===== src/rtl/tern_pkg.sv =====
package tern_pkg;
   typedef logic [1:0] trit_t;

   localparam trit_t TRIT_ZERO = 2'b00;
   localparam trit_t TRIT_ONE  = 2'b01;
   localparam trit_t TRIT_TWO  = 2'b10;
   localparam trit_t TRIT_BAD  = 2'b11;

   // encode a small integer (0..2) into its pair code
   function automatic trit_t trit_from_int(input logic [2:0] v);
      case (v)
         3'd0:    trit_from_int = TRIT_ZERO;
         3'd1:    trit_from_int = TRIT_ONE;
         3'd2:    trit_from_int = TRIT_TWO;
         default: trit_from_int = TRIT_ZERO;
      endcase
   endfunction

   // numeric weight of a legal pair code
   function automatic logic [2:0] trit_weight(input trit_t t);
      case (t)
         TRIT_ONE: trit_weight = 3'd1;
         TRIT_TWO: trit_weight = 3'd2;
         default:  trit_weight = 3'd0;
      endcase
   endfunction
endpackage


===== src/rtl/tern_trit_screen.sv =====
module tern_trit_screen
   import tern_pkg::*;
(
   input  trit_t t_i,
   output trit_t t_o,
   output logic  bad_o
);
   // illegal code is flagged and replaced with zero so downstream stays legal
   always_comb begin
      bad_o = (t_i == TRIT_BAD);
      t_o   = bad_o ? TRIT_ZERO : t_i;
   end
endmodule


===== src/rtl/tern_half_add.sv =====
module tern_half_add
   import tern_pkg::*;
(
   input  trit_t a_i,
   input  trit_t b_i,
   output trit_t s_o,
   output trit_t c_o
);
   logic [2:0] total;

   always_comb begin
      total = trit_weight(a_i) + trit_weight(b_i);
      if (total >= 3'd3) begin
         s_o = trit_from_int(total - 3'd3);
         c_o = TRIT_ONE;
      end else begin
         s_o = trit_from_int(total);
         c_o = TRIT_ZERO;
      end
   end
endmodule


===== src/rtl/tern_full_add.sv =====
module tern_full_add
   import tern_pkg::*;
(
   input  trit_t a_i,
   input  trit_t b_i,
   input  trit_t c_i,
   output trit_t s_o,
   output trit_t c_o
);
   logic [2:0] total;

   // total ranges over 0..5, so the outgoing carry is at most one
   always_comb begin
      total = trit_weight(a_i) + trit_weight(b_i) + trit_weight(c_i);
      if (total >= 3'd3) begin
         s_o = trit_from_int(total - 3'd3);
         c_o = TRIT_ONE;
      end else begin
         s_o = trit_from_int(total);
         c_o = TRIT_ZERO;
      end
   end
endmodule


===== src/rtl/tern_rca_adder.sv =====
module tern_rca_adder
   import tern_pkg::*;
#(
   parameter int N = 4
) (
   input  logic [2*N-1:0] opa_i,
   input  logic [2*N-1:0] opb_i,
   output logic [2*N-1:0] sum_o,
   output logic [1:0]     cout_o,
   output logic           valid_o
);
   localparam int NB = 2 * N;

   if (N < 1) begin : g_bad_width
      $error("tern_rca_adder: N must be at least 1");
   end

   trit_t        ta     [N];
   trit_t        tb     [N];
   trit_t        carry  [N];
   logic [N-1:0] bad_a;
   logic [N-1:0] bad_b;

   for (genvar k = 0; k < N; k++) begin : g_pos
      tern_trit_screen u_scr_a (
         .t_i   (opa_i[2*k +: 2]),
         .t_o   (ta[k]),
         .bad_o (bad_a[k])
      );
      tern_trit_screen u_scr_b (
         .t_i   (opb_i[2*k +: 2]),
         .t_o   (tb[k]),
         .bad_o (bad_b[k])
      );

      if (k == 0) begin : g_lsb
         tern_half_add u_ha (
            .a_i (ta[k]),
            .b_i (tb[k]),
            .s_o (sum_o[2*k +: 2]),
            .c_o (carry[k])
         );
      end else begin : g_upper
         tern_full_add u_fa (
            .a_i (ta[k]),
            .b_i (tb[k]),
            .c_i (carry[k-1]),
            .s_o (sum_o[2*k +: 2]),
            .c_o (carry[k])
         );
      end
   end

   assign cout_o  = carry[N-1];
   assign valid_o = ~(|bad_a | |bad_b);

   if (NB != 2 * N) begin : g_width_mismatch
      $error("tern_rca_adder: derived width mismatch");
   end
endmodule


===== config.mk =====
export PLATFORM = sky130hd
export DESIGN_NAME = tern_rca_adder
export DESIGN_NICKNAME = d
export VERILOG_FILES = /design/src/rtl/tern_pkg.sv /design/src/rtl/tern_trit_screen.sv /design/src/rtl/tern_half_add.sv /design/src/rtl/tern_full_add.sv /design/src/rtl/tern_rca_adder.sv
export SDC_FILE = /design/constraint.sdc
export NUM_CORES = 1
export LEC_CHECK = 0
export ABC_AREA = 1
export ABC_CLOCK_PERIOD_IN_PS = 13540
export CAP_MARGIN = 15
export CORE_MARGIN = 8
export CORE_UTILIZATION = 30
export DETAILED_ROUTE_END_ITERATION = 7
export PLACE_DENSITY = 0.65
export RECOVER_POWER = 100
export SETUP_SLACK_MARGIN = 0.1
export SLEW_MARGIN = 40
export SYNTH_ARGS = -nofsm -noshare
export SYNTH_HDL_FRONTEND = slang
export SYNTH_SLANG_ARGS = --single-unit

===== constraint.sdc =====
create_clock -name vclk -period 13.54
set_input_delay 2.031 -clock vclk [all_inputs]
set_output_delay 2.031 -clock vclk [all_outputs]
set_load 0.02 [all_outputs]

**Yosys cells after proc, flatten, opt, wreduce, memory -nomap -nowiden**

Cells that the tools add are included.

- Bits of input ports: 16
- Output and inout bits: 11
- Bits in registers: 0

- Order comparisons: 4
- Reductions and logical operators: 2
- Muxes and demuxes: 35
- $add $sub $neg: 11
- Bitwise gates (word level): 2
- Eq/ne operators: 46

Operator list:

| cell | count |
|---|---|
| 2-bit case mux with 2 select lines | 19 |
| 2-bit == test (second input constant) | 16 |
| 3-bit by 1-bit == test with 1-bit output (second input constant) | 8 |
| 3-bit by 2-bit == test with 1-bit output (second input constant) | 8 |
| 2-bit 2-to-1 mux | 12 |
| 2-bit by 1-bit == test with 1-bit output (second input constant) | 8 |
| 2-bit by 2-bit adder with 3-bit output | 4 |
| 3-bit by 2-bit greater-or-equal comparator with 1-bit output (second input constant) | 4 |
| 3-bit by 2-bit subtractor with 3-bit output (second input constant) | 4 |
| 3-bit by 2-bit adder with 3-bit output | 3 |
| 4-bit OR reduction | 2 |
| 1-bit by 2-bit == test with 1-bit output (second input constant) | 3 |
| 1-bit 2-to-1 mux | 4 |
| 1-bit == test (second input constant) | 3 |
| 1-bit NOT | 1 |
| 1-bit OR | 1 |

**Logic depth before layout (Yosys ltp)**

- Depth after elaboration: 24
- Depth in mapped cells: 38

**Cells and area by module**

A second synthesis with hierarchy kept.

- Cell total of the unflattened synthesis: 204
- Area, all modules: 1071.0 µm²

Modules (own cells, without submodules):

| module | seq. area each (µm²) | cells each | area each (µm²) | times used |
|---|---|---|---|---|
| tern_full_add | 0.0 | 41 | 236.5 | 3 |
| tern_trit_screen | 0.0 | 6 | 22.5 | 8 |
| tern_half_add | 0.0 | 26 | 155.1 | 1 |
| tern_rca_adder | 0.0 | 7 | 26.3 | 1 |

**Least setup slack after synthesis**

No wires, ideal clock.

- Path kind: input to output
- Start point: input port opb_i[0]
- End point: output port sum_o[6]
- Arrival time: 7.640 ns
- Setup slack: 3.869 ns
- Required time: 11.509 ns
- Cell stages on the path: 37
- Cell sequence: inv_1 nor2_1 ha_1 inv_1 fa_1 nor2_1 ha_1 inv_1 nand2_1 inv_1 fa_1 inv_1 fa_1 inv_1 nor2_1 ha_1 nor2_2 inv_1 fa_1 fa_1 nand2_1 inv_1 ha_1 inv_1 nand2_1 inv_1 nand2_1 inv_1 fa_1 inv_1 fa_1 inv_1 nor2_1 ha_1 inv_1 a21oi_1 nor2_1

- Word-level cells in the longest chain between the ends: 24
- Elaborated cells on any way between the ends: 33
- Classes of those cells: add/sub (5); order compare (4); eq/ne (13); mux (11)

Ends and longest elaborated chain:

| element | RTL line | RTL |
|---|---|---|
| from (decl) | tern_rca_adder.sv:7 | `input logic [2*N-1:0] opb_i,` |
| 2-bit == test | tern_trit_screen.sv:10 | `bad_o = (t_i == TRIT_BAD);` |
| 2-bit 2-to-1 mux (*) | tern_trit_screen.sv:11 | `t_o = bad_o ? TRIT_ZERO : t_i;` |
| 2-bit == test / 2-bit by 1-bit == test with 1-bit output (equally long branches) | tern_pkg.sv:21 | `case (t)` |
| 2-bit case mux with 2 select lines (*) | tern_pkg.sv:21 |  |
| 2-bit by 2-bit adder with 3-bit output (*) | tern_half_add.sv:12 | `total = trit_weight(a_i) + trit_weight(b_i);` |
| 3-bit by 2-bit greater-or-equal comparator with 1-bit output (*) | tern_half_add.sv:13 | `if (total >= 3'd3) begin` |
| 1-bit 2-to-1 mux (*) | tern_half_add.sv:13 |  |
| 1-bit by 2-bit == test with 1-bit output / 1-bit == test (equally long branches) | tern_pkg.sv:21 |  |
| (+8 left out) | -- |  |
| 1-bit 2-to-1 mux (*) | tern_full_add.sv:15 | `if (total >= 3'd3) begin` |
| 1-bit by 2-bit == test with 1-bit output / 1-bit == test (equally long branches) | tern_pkg.sv:21 |  |
| 2-bit case mux with 2 select lines (*) | tern_pkg.sv:21 |  |
| 3-bit by 2-bit adder with 3-bit output (*) | tern_full_add.sv:14 | `total = trit_weight(a_i) + trit_weight(b_i) + trit_weight(c_i);` |
| 3-bit by 2-bit subtractor with 3-bit output | tern_full_add.sv:16 | `s_o = trit_from_int(total - 3'd3);` |
| 3-bit by 2-bit == test with 1-bit output / 3-bit by 1-bit == test with 1-bit output (equally long branches) | tern_pkg.sv:11 | `case (v)` |
| 2-bit case mux with 2 select lines | tern_pkg.sv:11 |  |
| 2-bit 2-to-1 mux (*) | tern_full_add.sv:15 |  |
| to (decl) | tern_rca_adder.sv:8 | `output logic [2*N-1:0] sum_o,` |

Mark *: on every way between the ends. The rest lies on a longest branch, timed or not.

**Worst setup path in the final report**

Same ends and word-level chain as after synthesis.

==> Implementation_results.wiki <==
{| class="wikitable"
! Metric !! Value
|-
| Combinational share of power || 1.000
|-
| Period utilization || 0.811
|-
| Placeable core region || 2130 sq um
|-
| DRC violation count after routing || 0
|-
| Most frequent cells after synthesis || inv_1 (36), nand2_1 (31), nor2_1 (19)
|-
| Switching power total || 0.0000404 W
|-
| Layout clock buffer count || 0
|-
| Cell family with the largest share of critical-path delay || adder cells
|-
| Drt total wl || 1.47 mm
|-
| Overflow after GRT || 0
|-
| Vias per cell || 4.23
|-
| Share of power burned in the clock network || 0
|-
| Post-Syn Area per Cell || 5.45 sq um
|-
| Critical-path cell with the highest stage delay || dlygate4sd3_1
|-
| Tmin final || 10990 ps
|-
| Endpoint required time on the critical path || 11510 ps
|-
| Count of flip-flops and latches || 0
|-
| Warning count from the yosys run || 0
|-
| Type of the worst min-delay path || primary input to primary output
|-
| Highest clock rate || 0.0910 GHz
|-
| Count of buffering cells on the critical path with inverters included || 16
|-
| Portion of netlist area occupied by mux cells || 0
|-
| Layer with the highest usage after global routing || met2
|-
| Cell Count, Final, Fillers Out || 172
|-
| Placed cell count || 172
|-
| Initial cell density of the core || 0.305
|-
| Area fraction in and, or, nand and nor cells after synthesis || 0.405
|-
| Most common cell in the netlist || inv_1
|-
| Diode insertion count for antenna repair || 0
|-
| Arrival time worst endpoint || 8960 ps
|-
| Post-synthesis instance area || 648 sq um
|-
| Internal cell power || 0.0000299 W
|-
| Post-CTS Setup Repair Bufs || 0
|-
| Number of max-slew violations in the final report || 0
|-
| Die Area || 3900 sq um
|-
| Slowest Stage Delay on Critical Path || 680 ps
|-
| Crit path launch type || primary input
|-
| Critical Setup Path Class || primary input to primary output
|-
| Share of the synthesized netlist area taken by xor and xnor gates || 0
|-
| Worst voltage drop across the vdd grid || 0.0000497 V
|-
| Buffers on Ports || 26
|-
| Synthesized-area fraction occupied by ao, oa, aoi and oai cells || 0.0502
|-
| Cts-stage hold buffer count || 0
|-
| Vias in the first global route || 757
|-
| Number of antenna violations at the first check in global routing || 0
|-
| Die Y-Extent || 62.5 um
|-
| Post-cts sizing count || 0
|-
| Met1 Track Usage GR || 0.0740
|-
| Number of max-capacitance violations reported || 0
|-
| Total power after layout || 0.0000703 W
|-
| Category of the worst setup path capture point || primary output
|-
| All-layer global routing usage || 0.0744
|-
| Sequential cell area || 0 sq um
|-
| Post-synthesis net count || 147
|-
| Leakage || 0.564 nW
|-
| # nets final || 174
|-
| Outcome || finished, final reports clean
|-
| Hold Fails Final Rpt || 0
|-
| Adder-cell area share of the yosys netlist || 0.313
|-
| Number of antenna-violating nets in the routed design || 0
|-
| Total power per unit cell area || 75.1 nW/um^2
|-
| Pin count of the biggest net entering global routing || 5
|-
| Cells after Synth || 119
|-
| Wire length per cell after detailed routing || 8.53 um
|-
| Iteration count of the initial detailed-routing pass || 4
|-
| Unrepaired setup endpoints after global routing || false
|-
| Switching power share of the total || 0.575
|-
| Global-route wire length before repair || 2.68 mm
|-
| Final WS setup || 2550 ps
|-
| Total half-perimeter wirelength after legalization and detailed placement || 1.36 mm
|-
| Total negative slack for setup checks || 0 ps
|-
| Placer congestion estimate || 0.698
|-
| Reg power frac || 0
|-
| Width of the die || 62.5 um
|-
| GR met3 Demand/Resource || 0.0215
|-
| Fraction of synthesized cell area taken by the top area cell type || 0.216
|-
| CP Launch Point || opb_i[0]
|-
| Area Overhead vs Synth || 44.4%
|-
| Part of the Yosys area used for sequential elements || 0
|-
| Max FO, Critical Path || 3
|-
| Ratio of cells with drive above 1 in the final layout || 0.0556
|-
| Main area contributors after synthesis || fa_1 (22%), inv_1 (21%), nand2_1 (18%)
|-
| Start point of the worst min-delay path || opa_i[7]
|-
| Final setup violation count || 0
|-
| Top Ports || 27
|-
| Post-placement worst setup slack || 2540 ps
|-
| Dominant cell type by count on the critical path || inv_1
|-
| Std-Cell Rows || 17
|-
| Library cell occupying the most area in the post-synthesis netlist || fa_1
|-
| Dominant combinational cell family by area after synthesis || simple AND/OR/NAND/NOR gates
|-
| Number of library cell types mapped by synthesis || 15
|-
| Starting DRT DRC Count || 9
|-
| Via count || 727
|-
| Met2 usage || 0.151
|}
## through the flow
step / util / hold slack (ps) / area (sq um)
floorplan: - / 4290 / 648
global placement: 0.440 / 5270 / 936
detailed placement: 0.440 / 5290 / 936
CTS: 0.440 / 5290 / 936
global route: 0.440 / 5440 / 936
finish: 0.440 / 5390 / 936
## layer usage
layer | wire length [um] | up-vias
met5 | 0 | -
met3 | 117 | 2
met4 | 10 | 0
met2 | 699 | 21
li1 | - | 393
met1 | 640 | 311
## final cells by class
| cell class | count | area [sq um] |
|---|---|---|
| Fill cell | 234 | 1190 |
| Multi-Input combinational cell | 81 | 502 |
| Timing Repair Buffer | 26 | 260 |
| Inverter | 37 | 139 |
| Tap cell | 28 | 35.0 |
## cells by family (layout without fill, tap and decap cells)
kind of cell	count (synthesis)	after routing
adder cells (fa/ha/maj)	12	12
AO/OA/AOI/OAI	5	5
AND/OR/NAND/NOR	63	63
other	1	1
buffers and inverters	38	63
## worst paths after layout
path                  slack (ps)  endpoint  cells after the start
worst min-delay path        5390   valid_o                      7
worst max-delay path        2550  sum_o[6]                     39
## cell usage in the layout (no fill, tap or decap)
cell             synthesis  routed
nor2_1                  19      19
nand3_1                  5       5
nor2_2                   3       3
dlygate4sd3_1            0      10
nand4_1                  3       3
ha_1                     5       5
inv_2                    1       1
inv_1                   36      36
nand2_2                  2       2
fa_1                     7       7
o21ai_0                  1       1
conb_1                   1       1
o21ai_2                  2       2
nand2_1                 31      31
a21oi_1                  2       2
clkdlybuf4s50_1          0      16
## power groups by stage
stage	Sequential (W)	Combinational (W)	Clock [W]
2_1_floorplan	0	0.0000473	0
3_3_place_gp	0	0.0000718	0
3_5_place_dp	0	0.0000743	0
4_1_cts	0	0.0000744	0
5_1_grt	0	0.0000790	0
6_report	0	0.0000703	0
Power figures use the tool's default switching activity.
